[config.mk]
export PLATFORM = sky130hd
export DESIGN_NAME = amp_fmt_ctl
export DESIGN_NICKNAME = d
export VERILOG_FILES = /design/src/rtl/afs_pkg.sv /design/src/rtl/afs_peak_trk.sv /design/src/rtl/afs_energy_sel.sv /design/src/rtl/afs_gain_ctl.sv /design/src/rtl/amp_fmt_ctl.sv
export SDC_FILE = /design/constraint.sdc
export NUM_CORES = 1
export LEC_CHECK = 0
export BUFFER_PORTS_ARGS = -buffer_cell sky130_fd_sc_hd__buf_4
export CAP_MARGIN = 15
export CELL_PAD_IN_SITES_DETAIL_PLACEMENT = 1
export CELL_PAD_IN_SITES_GLOBAL_PLACEMENT = 1
export CORE_MARGIN = 2
export CORE_UTILIZATION = 38
export CTS_BUF_LIST = sky130_fd_sc_hd__clkbuf_2
export CTS_CLUSTER_DIAMETER = 40
export CTS_CLUSTER_SIZE = 14
export DETAILED_ROUTE_END_ITERATION = 7
export PLACE_DENSITY_LB_ADDON = 0.1
export SETUP_SLACK_MARGIN = 0.02
export SYNTH_ARGS = -nofsm -noshare
export SYNTH_HDL_FRONTEND = slang
export SYNTH_SLANG_ARGS = --single-unit
[constraint.sdc]
create_clock -name clk -period 4.5 [get_ports clk]
set_input_delay 0 -clock clk [delete_from_list [all_inputs] [get_ports clk]]
set_output_delay 0 -clock clk [all_outputs]
set_load 0.05 [all_outputs]
[src/rtl/afs_pkg.sv]
package afs_pkg;
    typedef enum logic {
        FMT_A = 1'b0,
        FMT_B = 1'b1
    } fmt_e;

    typedef logic [7:0] gain_t;
endpackage

[src/rtl/afs_peak_trk.sv]
module afs_peak_trk #(
    parameter int SW   = 16,
    parameter int FRAC = 10
) (
    input  logic          clk,
    input  logic          rst_n,
    input  logic          smp_vld,
    input  logic [SW-1:0] smp,
    output logic [SW:0]   pk_amp
);
    localparam int FW = SW + 1 + FRAC;

    typedef struct packed {
        logic [FW-1:0] pk;
    } st_t;

    st_t st_d, st_q;
    logic signed [SW:0] sx;
    logic [SW:0]        mag;
    logic [FW-1:0]      mag_fx;
    logic [FW-1:0]      diff;

    always_comb begin
        st_d   = st_q;
        sx     = {smp[SW-1], smp};
        mag    = (sx < 0) ? SW'(0) - sx : sx;
        mag    = sx[SW] ? (SW+1)'(-sx) : (SW+1)'(sx);
        mag_fx = {mag, {FRAC{1'b0}}};
        diff   = st_q.pk - mag_fx;
        if (smp_vld) begin
            if (mag_fx > st_q.pk) begin
                st_d.pk = mag_fx;
            end else begin
                st_d.pk = st_q.pk - (diff >> FRAC);
            end
        end
    end

    always_ff @(posedge clk) begin
        if (!rst_n) begin
            st_q <= '0;
        end else begin
            st_q <= st_d;
        end
    end

    assign pk_amp = st_q.pk[FW-1:FRAC];

    p_attack_r8: assert property (@(posedge clk) disable iff (!rst_n)
        (smp_vld && mag > pk_amp) |=> (pk_amp == $past(mag)));

    p_idle_hold_r11: assert property (@(posedge clk) disable iff (!rst_n)
        !smp_vld |=> $stable(pk_amp));

    p_no_rise_r9: assert property (@(posedge clk) disable iff (!rst_n)
        (smp_vld && mag <= pk_amp) |=> (pk_amp <= $past(pk_amp)));
endmodule

[src/rtl/afs_energy_sel.sv]
module afs_energy_sel
    import afs_pkg::*;
#(
    parameter int SEC_LEN = 8000,
    parameter int EW      = 16,
    parameter int DW      = 4,
    parameter int DECIM_A = 1,
    parameter int DECIM_B = 10
) (
    input  logic          clk,
    input  logic          rst_n,
    input  logic          smp_vld,
    input  logic [EW-1:0] eng_a,
    input  logic [EW-1:0] eng_b,
    output logic          sec_tick,
    output fmt_e          fmt,
    output logic [DW-1:0] decim
);
    localparam int CW = $clog2(SEC_LEN);
    localparam int AW = EW + CW + 1;

    typedef struct packed {
        logic [CW-1:0] cnt;
        logic [AW-1:0] acc_a;
        logic [AW-1:0] acc_b;
        fmt_e          fmt;
        logic [DW-1:0] decim;
    } st_t;

    st_t st_d, st_q;
    logic [AW-1:0] sum_a, sum_b;

    always_comb begin
        st_d     = st_q;
        sum_a    = st_q.acc_a + AW'(eng_a);
        sum_b    = st_q.acc_b + AW'(eng_b);
        sec_tick = smp_vld && (st_q.cnt == CW'(SEC_LEN - 1));
        if (smp_vld) begin
            if (sec_tick) begin
                st_d.cnt   = '0;
                st_d.acc_a = '0;
                st_d.acc_b = '0;
                if (sum_a > sum_b) begin
                    st_d.fmt   = FMT_A;
                    st_d.decim = DW'(DECIM_A);
                end else begin
                    st_d.fmt   = FMT_B;
                    st_d.decim = DW'(DECIM_B);
                end
            end else begin
                st_d.cnt   = st_q.cnt + 1'b1;
                st_d.acc_a = sum_a;
                st_d.acc_b = sum_b;
            end
        end
    end

    always_ff @(posedge clk) begin
        if (!rst_n) begin
            st_q.cnt   <= '0;
            st_q.acc_a <= '0;
            st_q.acc_b <= '0;
            st_q.fmt   <= FMT_A;
            st_q.decim <= DW'(DECIM_A);
        end else begin
            st_q <= st_d;
        end
    end

    assign fmt   = st_q.fmt;
    assign decim = st_q.decim;

    p_cnt_range_r2: assert property (@(posedge clk) disable iff (!rst_n)
        st_q.cnt < CW'(SEC_LEN));

    p_fmt_hold_r3: assert property (@(posedge clk) disable iff (!rst_n)
        !sec_tick |=> ($stable(fmt) && $stable(decim)));

    p_decim_pair_r4: assert property (@(posedge clk) disable iff (!rst_n)
        (fmt == FMT_B) |-> (decim == DW'(DECIM_B)));

    p_clear_r5: assert property (@(posedge clk) disable iff (!rst_n)
        sec_tick |=> (st_q.acc_a == '0 && st_q.acc_b == '0));
endmodule

[src/rtl/afs_gain_ctl.sv]
module afs_gain_ctl
    import afs_pkg::*;
#(
    parameter int PW      = 17,
    parameter int LO_TH   = 2000,
    parameter int HI_TH   = 3000,
    parameter int DROP_TH = 100,
    parameter int STEP    = 4,
    parameter int G_INIT  = 127,
    parameter int G_MAX   = 255
) (
    input  logic          clk,
    input  logic          rst_n,
    input  logic          sec_tick,
    input  logic          baud_vld,
    input  logic [PW-1:0] baud_pk,
    output gain_t         gain,
    output logic          gain_upd,
    output logic          low_sig
);
    typedef struct packed {
        gain_t         gain;
        logic          upd;
        logic          low;
        logic [PW-1:0] bpk;
    } st_t;

    st_t st_d, st_q;
    logic [PW-1:0] pk_eff;
    logic [8:0]    g_up;
    logic          low_now;

    always_comb begin
        st_d     = st_q;
        pk_eff   = baud_vld ? baud_pk : st_q.bpk;
        g_up     = {1'b0, st_q.gain} + 9'(STEP);
        low_now  = baud_vld && (baud_pk < PW'(DROP_TH));
        st_d.upd = sec_tick;
        if (baud_vld) begin
            st_d.bpk = baud_pk;
        end
        if (sec_tick) begin
            st_d.low = low_now;
            if (pk_eff < PW'(LO_TH)) begin
                st_d.gain = (g_up > 9'(G_MAX)) ? gain_t'(G_MAX) : g_up[7:0];
            end else if (pk_eff > PW'(HI_TH)) begin
                st_d.gain = (st_q.gain < gain_t'(STEP)) ? '0 : st_q.gain - gain_t'(STEP);
            end
        end else begin
            st_d.low = st_q.low | low_now;
        end
    end

    always_ff @(posedge clk) begin
        if (!rst_n) begin
            st_q.gain <= gain_t'(G_INIT);
            st_q.upd  <= 1'b0;
            st_q.low  <= 1'b0;
            st_q.bpk  <= '0;
        end else begin
            st_q <= st_d;
        end
    end

    assign gain     = st_q.gain;
    assign gain_upd = st_q.upd;
    assign low_sig  = st_q.low;

    p_gain_hold_r7: assert property (@(posedge clk) disable iff (!rst_n)
        !sec_tick |=> $stable(gain));

    p_window_hold_r7: assert property (@(posedge clk) disable iff (!rst_n)
        (sec_tick && pk_eff >= PW'(LO_TH) && pk_eff <= PW'(HI_TH)) |=> $stable(gain));

    p_gain_rise_r6: assert property (@(posedge clk) disable iff (!rst_n)
        (sec_tick && pk_eff < PW'(LO_TH)) |=> (gain >= $past(gain)));

    p_upd_pulse_r2: assert property (@(posedge clk) disable iff (!rst_n)
        sec_tick |=> gain_upd);

    p_low_set_r10: assert property (@(posedge clk) disable iff (!rst_n)
        (baud_vld && baud_pk < PW'(DROP_TH)) |=> low_sig);
endmodule

[src/rtl/amp_fmt_ctl.sv]
module amp_fmt_ctl
    import afs_pkg::*;
#(
    parameter int SEC_LEN = 8000,
    parameter int SW      = 16,
    parameter int EW      = 16,
    parameter int DW      = 4,
    parameter int FRAC    = 10,
    parameter int DECIM_A = 1,
    parameter int DECIM_B = 10,
    parameter int LO_TH   = 2000,
    parameter int HI_TH   = 3000,
    parameter int DROP_TH = 100,
    parameter int STEP    = 4,
    parameter int G_INIT  = 127,
    parameter int G_MAX   = 255
) (
    input  logic          clk,
    input  logic          rst_n,
    input  logic          smp_vld,
    input  logic [SW-1:0] smp,
    input  logic [EW-1:0] eng_a,
    input  logic [EW-1:0] eng_b,
    input  logic          baud_vld,
    input  logic [SW:0]   baud_pk,
    output logic [7:0]    gain,
    output logic          gain_upd,
    output logic          fmt_sel,
    output logic [DW-1:0] decim,
    output logic          low_sig,
    output logic [SW:0]   pk_amp
);
    logic  sec_tick;
    fmt_e  fmt;
    gain_t gain_w;

    afs_peak_trk #(
        .SW   (SW),
        .FRAC (FRAC)
    ) u_peak (
        .clk     (clk),
        .rst_n   (rst_n),
        .smp_vld (smp_vld),
        .smp     (smp),
        .pk_amp  (pk_amp)
    );

    afs_energy_sel #(
        .SEC_LEN (SEC_LEN),
        .EW      (EW),
        .DW      (DW),
        .DECIM_A (DECIM_A),
        .DECIM_B (DECIM_B)
    ) u_energy (
        .clk      (clk),
        .rst_n    (rst_n),
        .smp_vld  (smp_vld),
        .eng_a    (eng_a),
        .eng_b    (eng_b),
        .sec_tick (sec_tick),
        .fmt      (fmt),
        .decim    (decim)
    );

    afs_gain_ctl #(
        .PW      (SW + 1),
        .LO_TH   (LO_TH),
        .HI_TH   (HI_TH),
        .DROP_TH (DROP_TH),
        .STEP    (STEP),
        .G_INIT  (G_INIT),
        .G_MAX   (G_MAX)
    ) u_gain (
        .clk      (clk),
        .rst_n    (rst_n),
        .sec_tick (sec_tick),
        .baud_vld (baud_vld),
        .baud_pk  (baud_pk),
        .gain     (gain_w),
        .gain_upd (gain_upd),
        .low_sig  (low_sig)
    );

    assign gain    = gain_w;
    assign fmt_sel = fmt;

    p_upd_single_r2: assert property (@(posedge clk) disable iff (!rst_n)
        gain_upd |=> !gain_upd);

    p_fmt_change_r3: assert property (@(posedge clk) disable iff (!rst_n)
        (fmt_sel != $past(fmt_sel)) |-> gain_upd);
endmodule

==> results of run 1 <==
[cell families (layout without fill, tap and decap cells)]
family,Yosys count,count (layout)
and+or+nand+nor,435,435
AOI/OAI and AO/OA,369,369
DFF,128,128
xor gates and xnor gates,104,104
buffers and inverters,104,437
adders and majority gates,102,102
muxes,26,26
other,2,4
[cell usage after synthesis (11+ instances only)]
cell type	number	area share [%]
o31ai_1	26	1.9
a22oi_1	15	1.1
a21oi_1	95	4.7
a31oi_1	14	0.87
dfxtp_1	128	26
clkbuf_1	38	1.4
o21ai_0	71	3.5
nand3_1	35	1.7
nor2b_1	17	1.1
xor2_1	40	3.5
nand4_1	18	1.1
nor3_1	37	1.8
ha_1	96	12
o21a_1	18	1.3
inv_1	41	1.5
nand2_1	98	3.7
a21o_1	41	3.1
buf_4	12	0.90
xnor2_1	62	5.4
or3_1	17	1.1
mux2i_1	25	2.5
nor2_1	141	5.3
and3_1	22	1.4
and2_1	11	0.69
[layout make-up]
type | count | share of cell area [%]
well taps | 335 | 2.99
multi-input cells | 1038 | 54.3
clock inverters | 13 | 1.17
repair buffers | 365 | 21.5
diodes | 2 | 0.0357
clock buffers | 17 | 0.607
flip-flops and latches | 128 | 18.3
inverters | 42 | 1.12
[metal layers]
metal	part of all wire [%]	up-vias	wire (um)
met5	0	-	0
met4	1.8	0	627
met3	2.0	45	699
met2	50	133	17200
met1	46	5208	16000
li1	-	5222	-
[worst max-delay path, stage by stage, from the launching register on]
cell	delay (ns)
dfxtp_2	0.39
ha_4	0.16
fa_2	0.36
a21o_1	0.18
a21oi_2	0.15
o21bai_1	0.11
a21oi_2	0.22
o21bai_4	0.13
a211oi_4	0.30
o31a_1	0.28
buf_6	0.16
nor4bb_2	0.06
xnor2_1	0.21
ha_1	0.31
a21o_1	0.19
a21o_1	0.16
a21o_1	0.16
a21oi_2	0.11
nor2b_1	0.06
o21ai_1	0.16
o211a_1	0.23
nand2b_1	0.08
o21ai_2	0.14
o21a_1	0.13
[state kept, by name, indices dropped and copies added, names as in the netlist]
name / flops
u_peak.st_q: 27
u_energy.decim: 2
u_energy.st_q: 73
u_gain.st_q: 17
u_gain.low_sig: 1
u_gain.gain: 7
u_gain.gain_upd: 1
[repair_timing]
action | CTS | global route
hold buffers | 103 | 0
resized for setup | 79 | 42
setup endpoints to repair | 12 | 15
pin swaps | 54 | 44
hold endpoints to repair | 84 | 0
buffers inserted | 22 | 11
[final timing paths]
kind,from,endpoint,slack [ns],cells after the start
worst max-delay path,u_energy.st_q[5]$_SDFFE_PN0P_,u_energy.decim[1]$_SDFFE_PN0P_,-0.02,23
worst min-delay path,smp[4],u_peak.st_q[15]$_SDFFE_PN0P_,0.07,6
worst max register to register,u_energy.st_q[5]$_SDFFE_PN0P_,u_energy.decim[1]$_SDFFE_PN0P_,-0.02,23
worst min register to register,u_energy.decim[0]$_SDFFE_PN1P_,u_energy.decim[0]$_SDFFE_PN1P_,0.48,2
[report_power, final]
group          internal, mW  total [mW]  leakage, nW  switching (mW)
Clock                 0.304       0.799        0.135           0.495
Combinational          1.17        2.45         5.03            1.28
Sequential             1.22        1.29         1.05          0.0736
Total                  2.69        4.55         6.22            1.85
[metrics by stage]
| stage | cells | hold WS (ns) | utilization [%] |
|---|---|---|---|
| after global routing | 1940 | 0.0326 | 54.0 |
| after CTS | 1927 | 0.00214 | 52.7 |
| after floorplan | 1270 | 0.145 | - |
| after global placement | 1774 | 0.244 | 45.9 |
| after detailed placement | 1774 | 0.254 | 45.9 |
| final | 1940 | 0.0729 | 54.0 |
==> results.sh, run 1 <==
export IMPL_fin_nets=1761
export IMPL_syn_area_um2=10000
export IMPL_synthArstFlopShare_pct=0
export IMPL_tightestPinTransition_ns=1.15
export IMPL_cts_tree="built"
export IMPL_seq_area_um2=2570
export IMPL_yosysSeqAreaShare_pct=25.6
export IMPL_cts_sinks=128
export IMPL_slew_violations=0
export IMPL_io_pins=101
export IMPL_synth_edf_count=0
export IMPL_yosys_area_share_simple_pct=20.7
export IMPL_syn_num_nets=1439
export IMPL_rsz0062_at_grt="yes"
export IMPL_die_y_um=166
export IMPL_period_minus_slack_ns=4.52
export IMPL_place_area_um2=11900
export IMPL_via_per_inst=5.47
export IMPL_power_leakage_nw=6.22
export IMPL_hpwl_um=23500
export IMPL_irDropWorstVdd_mv=0.163
export IMPL_power_density_nw_per_um2=324
export IMPL_hold_viol=0
export IMPL_place_ws_ns=-0.614
export IMPL_cts_root_buffer="clkbuf_2"
export IMPL_drc_errors=0
export IMPL_maxSlewHeadroom_pct=22.5
export IMPL_first_global_vias=11167
export IMPL_critPathRequiredTime_ns=5.16
export IMPL_fmax_mhz=221
export IMPL_layout_commonest_cell="buf_4"
export IMPL_grt_max_degree=59
export IMPL_netlist_instances=1270
export IMPL_timing_worst_setup_path_type="reg2reg"
export IMPL_crit_arrival_ns=5.18
export IMPL_report_power_total_mw=4.55
export IMPL_use_met3_pct=2.95
export IMPL_clock_path_buffers=2
export IMPL_nFillCells=3140
export IMPL_synth_compound_area_share_pct=24.3
export IMPL_gp_congestion=0.878
export IMPL_drive_above_1_share_pct=25.0
export IMPL_violations="setup timing"
export IMPL_drt_first_pass_iters=4
export IMPL_layout_setup_ws_ns=-0.0204
export IMPL_numPortBuffers=99
export IMPL_timing_final_crit_share_pct=100
export IMPL_most_common_layout_cells="259 x buf_4, 137 x nor2_1, 122 x dfxtp_1, 103 x dlygate4sd3_1, 98 x nand2_1"
export IMPL_final_area_um2=14000
export IMPL_multiInputGateArea_um2=7610
export IMPL_synth_avg_cell_area_um2=7.90
export IMPL_grtUsageMet1_pct=31.4
export IMPL_drtIter0Drc=456
export IMPL_die_area_um2=27700
export IMPL_overflow=0
export IMPL_synth_mux_area_share_pct=2.61
export IMPL_grt_pass1_wl_um=56300
export IMPL_fin_worst_skew_ns=0.0491
export IMPL_synthFlopType="dfxtp_1"
export IMPL_routedWlPerCell_um=17.8
export IMPL_clk_latency_ns=0.73
export IMPL_numCtsBuffers=17
export IMPL_synth_top_family_by_area="compound AO/OA/AOI/OAI gates"
export IMPL_use_met2_pct=44.1
export IMPL_synth_warnings=0
export IMPL_grt_util_all_layers_pct=24.7
export IMPL_syn2layout_area_growth_pct=39.8
export IMPL_synth_seq_cells=128
export IMPL_core_area_um2=26000
export IMPL_critPathLaunchType="flip-flop"
export IMPL_finalSetupTns_ns=-0.0204
export IMPL_setup_violations_final=1
export IMPL_rows=59
export IMPL_maxCapViolCount=0
export IMPL_die_w_um=166
export IMPL_antenna_found_initial=1
export IMPL_vias=10608
export IMPL_status="complete, but fails checks"
export IMPL_start_util_pct=38.6
export IMPL_hold_path_class="in2reg"
export IMPL_synth_xor_area_share_pct=9.23
export IMPL_clkTransAtPathRegs_ns=0.22
export IMPL_ant_nets=0
export IMPL_endpoint_kind="flip-flop"
export IMPL_grt_busiest_layer="met2"
export IMPL_crit_fanout=6
export IMPL_htreeDepth=4
export IMPL_yosys_area_share_adder_pct=13.0
export IMPL_synth_cell_types=80
export IMPL_drt_total_wl_um=34500
No activity file was read; power rests on OpenSTA's default activity.
==> run 2: changes to the inputs <==
- HOLD_SLACK_MARGIN: default -> 0.15
==> run 2 against run 1 <==
  * The flow still finishes with violations (setup timing)
  * Worst hold slack improved by 0.18 ns
  * Die area is the same
  * Sequential cell count is the same
  * Power rose by 1.6%
  * Final area increased by 1.5%
  * Routed wire length increased by 2.1%
  * Clock power is 1% higher
  * Clock skew up 0.0045 ns
  * Critical path depth shrank 1
  * Critical path type unchanged
==> results.sh, run 2 (same netlist as run 1, synthesis figures left out) <==
export IMPL_crit_arrival_ns=5.17
export IMPL_instances_no_fill=1955
export IMPL_first_global_vias=11275
export IMPL_top_register="u_energy.st_q"
export IMPL_start_util_pct=38.6
export IMPL_power_leakage_nw=6.29
export IMPL_power_density_nw_per_um2=325
export IMPL_fmax_mhz=221
export IMPL_cts_root_buffer="clkbuf_2"
export IMPL_htreeDepth=4
export IMPL_grt_util_all_layers_pct=25.0
export IMPL_hold_viol=0
export IMPL_grt_pass1_wl_um=57100
export IMPL_slew_violations=0
export IMPL_status="complete, but fails checks"
export IMPL_place_ws_ns=-0.614
export IMPL_crit_family="compound AO/OA/AOI/OAI gates"
export IMPL_layout_setup_ws_ns=-0.0334
export IMPL_drtIter0Drc=512
export IMPL_cts_sinks=128
export IMPL_die_y_um=166
export IMPL_numPortBuffers=99
export IMPL_most_common_layout_cells="255 x buf_4, 138 x nor2_1, 122 x dlygate4sd3_1, 122 x dfxtp_1, 98 x nand2_1"
export IMPL_die_w_um=166
export IMPL_rsz0062_at_grt="yes"
export IMPL_nFillCells=3120
export IMPL_core_area_um2=26000
export IMPL_overflow=0
export IMPL_timing_worst_setup_path_type="reg2reg"
export IMPL_hpwl_um=23500
export IMPL_via_per_inst=5.45
export IMPL_setup_violations_final=3
export IMPL_fin_worst_skew_ns=0.0536
export IMPL_timing_final_crit_share_pct=101
export IMPL_grt_max_degree=59
export IMPL_maxCapViolCount=0
export IMPL_cts_tree="built"
export IMPL_maxSlewHeadroom_pct=21.9
export IMPL_fin_nets=1776
export IMPL_critPathBufInv=2
export IMPL_gp_congestion=0.878
export IMPL_io_pins=101
export IMPL_path_cells="ha_4 -> fa_2 -> a21o_1 -> a21oi_2 -> o21bai_1 -> a21oi_2 -> o21bai_4 -> a211oi_4 -> o31a_1 -> buf_6 -> nor3_1 -> xnor2_1 -> ha_1 -> nand4_1 -> or2_2 -> nor3_4 -> buf_4 -> a211oi_1 -> o211a_1 -> a22oi_2 -> o21ai_2 -> o21a_1"
export IMPL_drc_errors=0
export IMPL_ant_nets=0
export IMPL_vias=10657
export IMPL_largest_register_ffs=73
export IMPL_irDropWorstVdd_mv=0.163
export IMPL_worst_path_max_delay_cell="dfxtp_2"
export IMPL_numCtsBuffers=17
export IMPL_report_power_total_mw=4.62
export IMPL_tightestPinTransition_ns=1.16
export IMPL_syn2layout_area_growth_pct=41.9
export IMPL_drive_above_1_share_pct=24.7
export IMPL_hold_path_class="in2reg"
export IMPL_clock_path_buffers=2
export IMPL_top_regs="u_energy.st_q x73, u_peak.st_q x27, u_gain.st_q x17"
export IMPL_violations="setup timing"
export IMPL_drt_first_pass_iters=4
export IMPL_rows=59
export IMPL_numPlacedInstances=1774
export IMPL_drt_total_wl_um=35200
export IMPL_crit_fanout=6
export IMPL_clkTransAtPathRegs_ns=0.23
export IMPL_die_area_um2=27700
export IMPL_critPathLaunchType="flip-flop"
export IMPL_critPathRequiredTime_ns=5.13
export IMPL_antenna_found_initial=1
export IMPL_max_stage_delay_ns=0.39
export IMPL_layout_commonest_cell="buf_4"
export IMPL_endpoint_kind="flip-flop"
export IMPL_critPathMostFrequentCell="a21oi_2"
export IMPL_clk_latency_ns=0.74
export IMPL_routedWlPerCell_um=18.0
export IMPL_period_minus_slack_ns=4.53
[run 2: cell types whose count changed in the layout (fill, tap and decap cells not counted), sizes merged]
| cell | before | now |
|---|---|---|
| dlygate4sd3 | 103 | 122 |
| buf | 262 | 258 |
[run 2: worst reg2reg max path: stages (launching register included)]
cell	delay, ns
dfxtp_2	0.39
ha_4	0.16
fa_2	0.36
a21o_1	0.18
a21oi_2	0.15
o21bai_1	0.11
a21oi_2	0.22
o21bai_4	0.13
a211oi_4	0.30
o31a_1	0.29
buf_6	0.17
nor3_1	0.08
xnor2_1	0.17
ha_1	0.34
nand4_1	0.10
or2_2	0.35
nor3_4	0.22
buf_4	0.14
a211oi_1	0.06
o211a_1	0.20
a22oi_2	0.15
o21ai_2	0.08
o21a_1	0.10
[run 2: report_power, final]
| part | switching (mW) | total (mW) | internal, mW |
|---|---|---|---|
| logic | 1.31 | 2.52 | 1.20 |
| registers | 0.0754 | 1.30 | 1.22 |
| clock network | 0.503 | 0.807 | 0.304 |
[run 2: final timing paths]
kind	start	endpoint	slack (ns)	cells after the start
min	rst_n	u_gain.gain[4]$_SDFFE_PN1P_	0.25	3
max	u_energy.st_q[5]$_SDFFE_PN0P_	u_energy.decim[1]$_SDFFE_PN0P_	-0.03	22
max reg2reg	u_energy.st_q[5]$_SDFFE_PN0P_	u_energy.decim[1]$_SDFFE_PN0P_	-0.03	22
min reg2reg	u_energy.decim[0]$_SDFFE_PN1P_	u_energy.decim[0]$_SDFFE_PN1P_	0.48	2
[run 2: stage by stage]
| stage | util, % | TNS (ns) | cell area (um^2) | hold WS (ns) |
|---|---|---|---|---|
| 2_1_floorplan | - | 0 | 10100 | 0.145 |
| 3_3_place_gp | 45.9 | -4.39 | 11900 | 0.244 |
| 3_5_place_dp | 45.9 | -6.16 | 11900 | 0.254 |
| 4_1_cts | 53.5 | 0 | 13900 | 0.172 |
| 5_1_grt | 54.8 | -2.03 | 14200 | 0.190 |
| 6_report | 54.8 | -0.0409 | 14200 | 0.251 |
[run 2: repair_timing]
item                       CTS  global route
gates resized for setup     79            49
setup endpoints to repair   12            15
hold endpoints to repair   109             0
hold buffers               122             0
buffers inserted            22             7
pin swaps                   54            48
[run 2: cell type report]
class	instances	area (um^2)	share of cell area, %
flip-flops and latches	128	2570	18.1
diodes	2	5.00	0.0352
clock buffers	17	85.1	0.598
multi-input cells	1038	7660	53.8
inverters	42	158	1.11
well taps	335	419	2.94
repair buffers	380	3170	22.3
clock inverters	13	164	1.15
[run 2: metal layers]
metal	GRT usage (%)	vias to the layer above	part of all wire (%)
li1	-	5261	-
met1	31.8	5236	46
met2	44.9	124	50
met3	2.95	36	2.0
met4	6.48	0	1.7
met5	0	-	0
==> run 3: changes to the inputs <==
- CAP_MARGIN: 15 -> 5
- CORE_UTILIZATION: 38 -> 42
==> run 3 against run 2 <==
  * The run still ends with setup timing left
  * Core utilization rose by 5.8 points
  * Sequential share of layout area hardly changed
  * Die area down 9.3%
  * Routed wire length rose by 7.6%
  * Register-to-register slack worse by 0.13 ns
  * Sequential power is essentially flat
  * First-iteration DRC count shrank 13%
  * Global-route usage increased by 4.2 points
  * Worst hold slack got worse by 0.037 ns
  * Largest power group unchanged
==> results.sh, run 3 (same netlist as run 1, synthesis figures left out) <==
export IMPL_routedWlPerCell_um=19.4
export IMPL_maxCapViolCount=0
export IMPL_final_area_um2=14200
export IMPL_drt_total_wl_um=37900
export IMPL_io_pins=101
export IMPL_hold_path_class="in2reg"
export IMPL_die_y_um=159
export IMPL_ff2ff_setup_slack_ns=-0.16
export IMPL_clkTransAtPathRegs_ns=0.29
export IMPL_power_leakage_nw=6.35
export IMPL_clk_latency_ns=0.76
export IMPL_numPortBuffers=99
export IMPL_gp_congestion=0.835
export IMPL_cts_sinks=128
export IMPL_drive_above_1_share_pct=23.9
export IMPL_irDropWorstVdd_mv=0.153
export IMPL_die_area_um2=25100
export IMPL_critPathLaunchType="flip-flop"
export IMPL_top_regs="u_energy.st_q x73, u_peak.st_q x27, u_gain.st_q x17"
export IMPL_htreeDepth=4
export IMPL_highest_layer="met4"
export IMPL_start_util_pct=42.7
export IMPL_critPathMostFrequentCell="a21o_1"
export IMPL_layout_commonest_cell="buf_4"
export IMPL_cp_startpoint="u_energy.st_q[5]$_SDFFE_PN0P_"
export IMPL_vias=11017
export IMPL_clock_path_buffers=2
export IMPL_status="complete, but fails checks"
export IMPL_rows=56
export IMPL_timing_worst_setup_path_type="reg2reg"
export IMPL_grt_max_degree=59
export IMPL_fin_util_pct=60.6
export IMPL_wl_met1_um=16100
export IMPL_critPathRequiredTime_ns=5.20
export IMPL_die_w_um=159
export IMPL_cts_root_buffer="clkbuf_2"
export IMPL_via_per_inst=5.65
export IMPL_numCtsBuffers=17
export IMPL_fin_nets=1786
export IMPL_place_ws_ns=-0.844
export IMPL_core_area_um2=23500
export IMPL_path_cells="ha_4 -> fa_2 -> a21o_1 -> a21oi_2 -> o21bai_1 -> a21oi_2 -> o21bai_4 -> a211oi_2 -> o31a_1 -> buf_6 -> buf_4 -> xor2_1 -> ha_1 -> a21o_1 -> a21o_1 -> a21o_1 -> a21o_1 -> a21o_1 -> a21oi_2 -> o211a_1 -> nand2b_1 -> o21ai_2 -> o21a_1"
export IMPL_cts_tree="built"
export IMPL_crit_fanout=4
export IMPL_slew_violations=0
export IMPL_fmax_mhz=214
export IMPL_hold_path_end="u_energy.st_q[5]$_SDFFE_PN0P_"
export IMPL_worst_path_max_delay_cell="dfxtp_2"
export IMPL_rsz0062_at_grt="yes"
export IMPL_syn2layout_area_growth_pct=41.8
export IMPL_top_register="u_energy.st_q"
export IMPL_hold_start="eng_b[0]"
export IMPL_hold_viol=0
export IMPL_grt_pass1_wl_um=58300
export IMPL_largest_register_ffs=73
export IMPL_crit_arrival_ns=5.36
export IMPL_reg2reg_to="u_energy.decim[1]$_SDFFE_PN0P_"
export IMPL_grt_util_all_layers_pct=29.3
export IMPL_period_minus_slack_ns=4.66
export IMPL_first_global_vias=11509
export IMPL_violations="setup timing"
export IMPL_timing_final_crit_share_pct=104
export IMPL_hpwl_um=23600
export IMPL_ff2ff_path_depth=23
export IMPL_most_common_layout_cells="244 x buf_4, 142 x dlygate4sd3_1, 137 x nor2_1, 123 x dfxtp_1, 97 x nand2_1"
export IMPL_hold_depth=5
export IMPL_drc_errors=0
export IMPL_antenna_found_initial=2
export IMPL_ant_nets=0
export IMPL_setup_violations_final=10
export IMPL_place_area_um2=11900
export IMPL_met3_wirelength_um=1220
export IMPL_drtIter0Drc=447
export IMPL_max_stage_delay_ns=0.41
export IMPL_maxSlewHeadroom_pct=19.0
export IMPL_endpoint_kind="flip-flop"
export IMPL_layout_setup_ws_ns=-0.165
export IMPL_tightestPinTransition_ns=1.20
export IMPL_nFillCells=2828
export IMPL_fin_worst_skew_ns=0.0744
export IMPL_wl_met2_um=19300
export IMPL_drt_first_pass_iters=4
export IMPL_overflow=0
export IMPL_power_density_nw_per_um2=321
export IMPL_reg2reg_from="u_energy.st_q[5]$_SDFFE_PN0P_"
-- run 3: cell count changes in the layout (fill, tap and decap cells not counted), sizes merged --
cell	before	now
clkbuf	17	20
dlygate4sd3	122	142
bufinv	3	0
inv	44	47
clkinv	3	6
clkinvlp	5	1
buf	258	248
-- run 3: worst max-delay path, delay by kind of cell (launching register included) --
family | cells | cell delay [ns]
buf+inv | 2 | 0.25
compound gates | 16 | 2.92
flops | 1 | 0.41
fa+ha+maj | 3 | 0.81
xor+xnor | 1 | 0.15
simple gates | 1 | 0.07
-- run 3: metrics by stage --
stage	hold WS [ns]	total power, mW	std cells	TNS (ns)
detailed placement	0.254	3.36	1758	-9.87
CTS	0.177	4.35	1940	0
global route	0.193	4.84	1951	-3.30
floorplan	0.145	2.65	1270	0
finish	0.215	4.56	1951	-0.865
global placement	0.243	3.30	1758	-7.22
-- run 3: cell type report --
class | count | area [um^2] | share of cell area [%]
inverter | 42 | 158 | 1.11
clock inverter | 12 | 100 | 0.704
timing repair buffer | 390 | 3300 | 23.2
tap | 319 | 399 | 2.81
antenna | 2 | 5.00 | 0.0352
sequential | 128 | 2570 | 18.1
clock buffer | 20 | 100 | 0.704
multi-input combinational | 1038 | 7590 | 53.4
-- run 3: power breakdown --
part | switching, mW | leakage [nW] | internal [mW]
sequential | 0.0802 | 1.05 | 1.22
combinational | 1.35 | 5.17 | 1.20
clock | 0.541 | 0.130 | 0.164
total | 1.98 | 6.35 | 2.58
-- run 3: repair_timing --
item / in CTS / in global routing
resized for setup: 58 / 64
cloned: 0 / 0
setup endpoints to repair: 13 / 15
hold buffers: 142 / 1
pin swaps: 20 / 64
buffers inserted: 8 / 12
hold endpoints to repair: 106 / 1
-- run 3: routing by layer --
layer  GRT usage, %  up-vias
li1               -     5291
met1           34.9     5387
met2           52.7      245
met3           4.55       94
met4           11.3        0
met5              0        -
-- run 3: how the worst max path moves through the flow --
stage / end / slack (ns) / depth (start not counted)
CTS: u_energy.decim[1]$_SDFFE_PN0P_ / 0.007 / 23
floorplan: u_peak.st_q[18]$_SDFFE_PN0P_ / 0.03 / 22
global route: u_energy.decim[1]$_SDFFE_PN0P_ / -0.36 / 23
finish: u_energy.decim[1]$_SDFFE_PN0P_ / -0.16 / 23
detailed placement: u_peak.st_q[19]$_SDFFE_PN0P_ / -0.84 / 27
global placement: u_peak.st_q[25]$_SDFFE_PN0P_ / -0.70 / 26
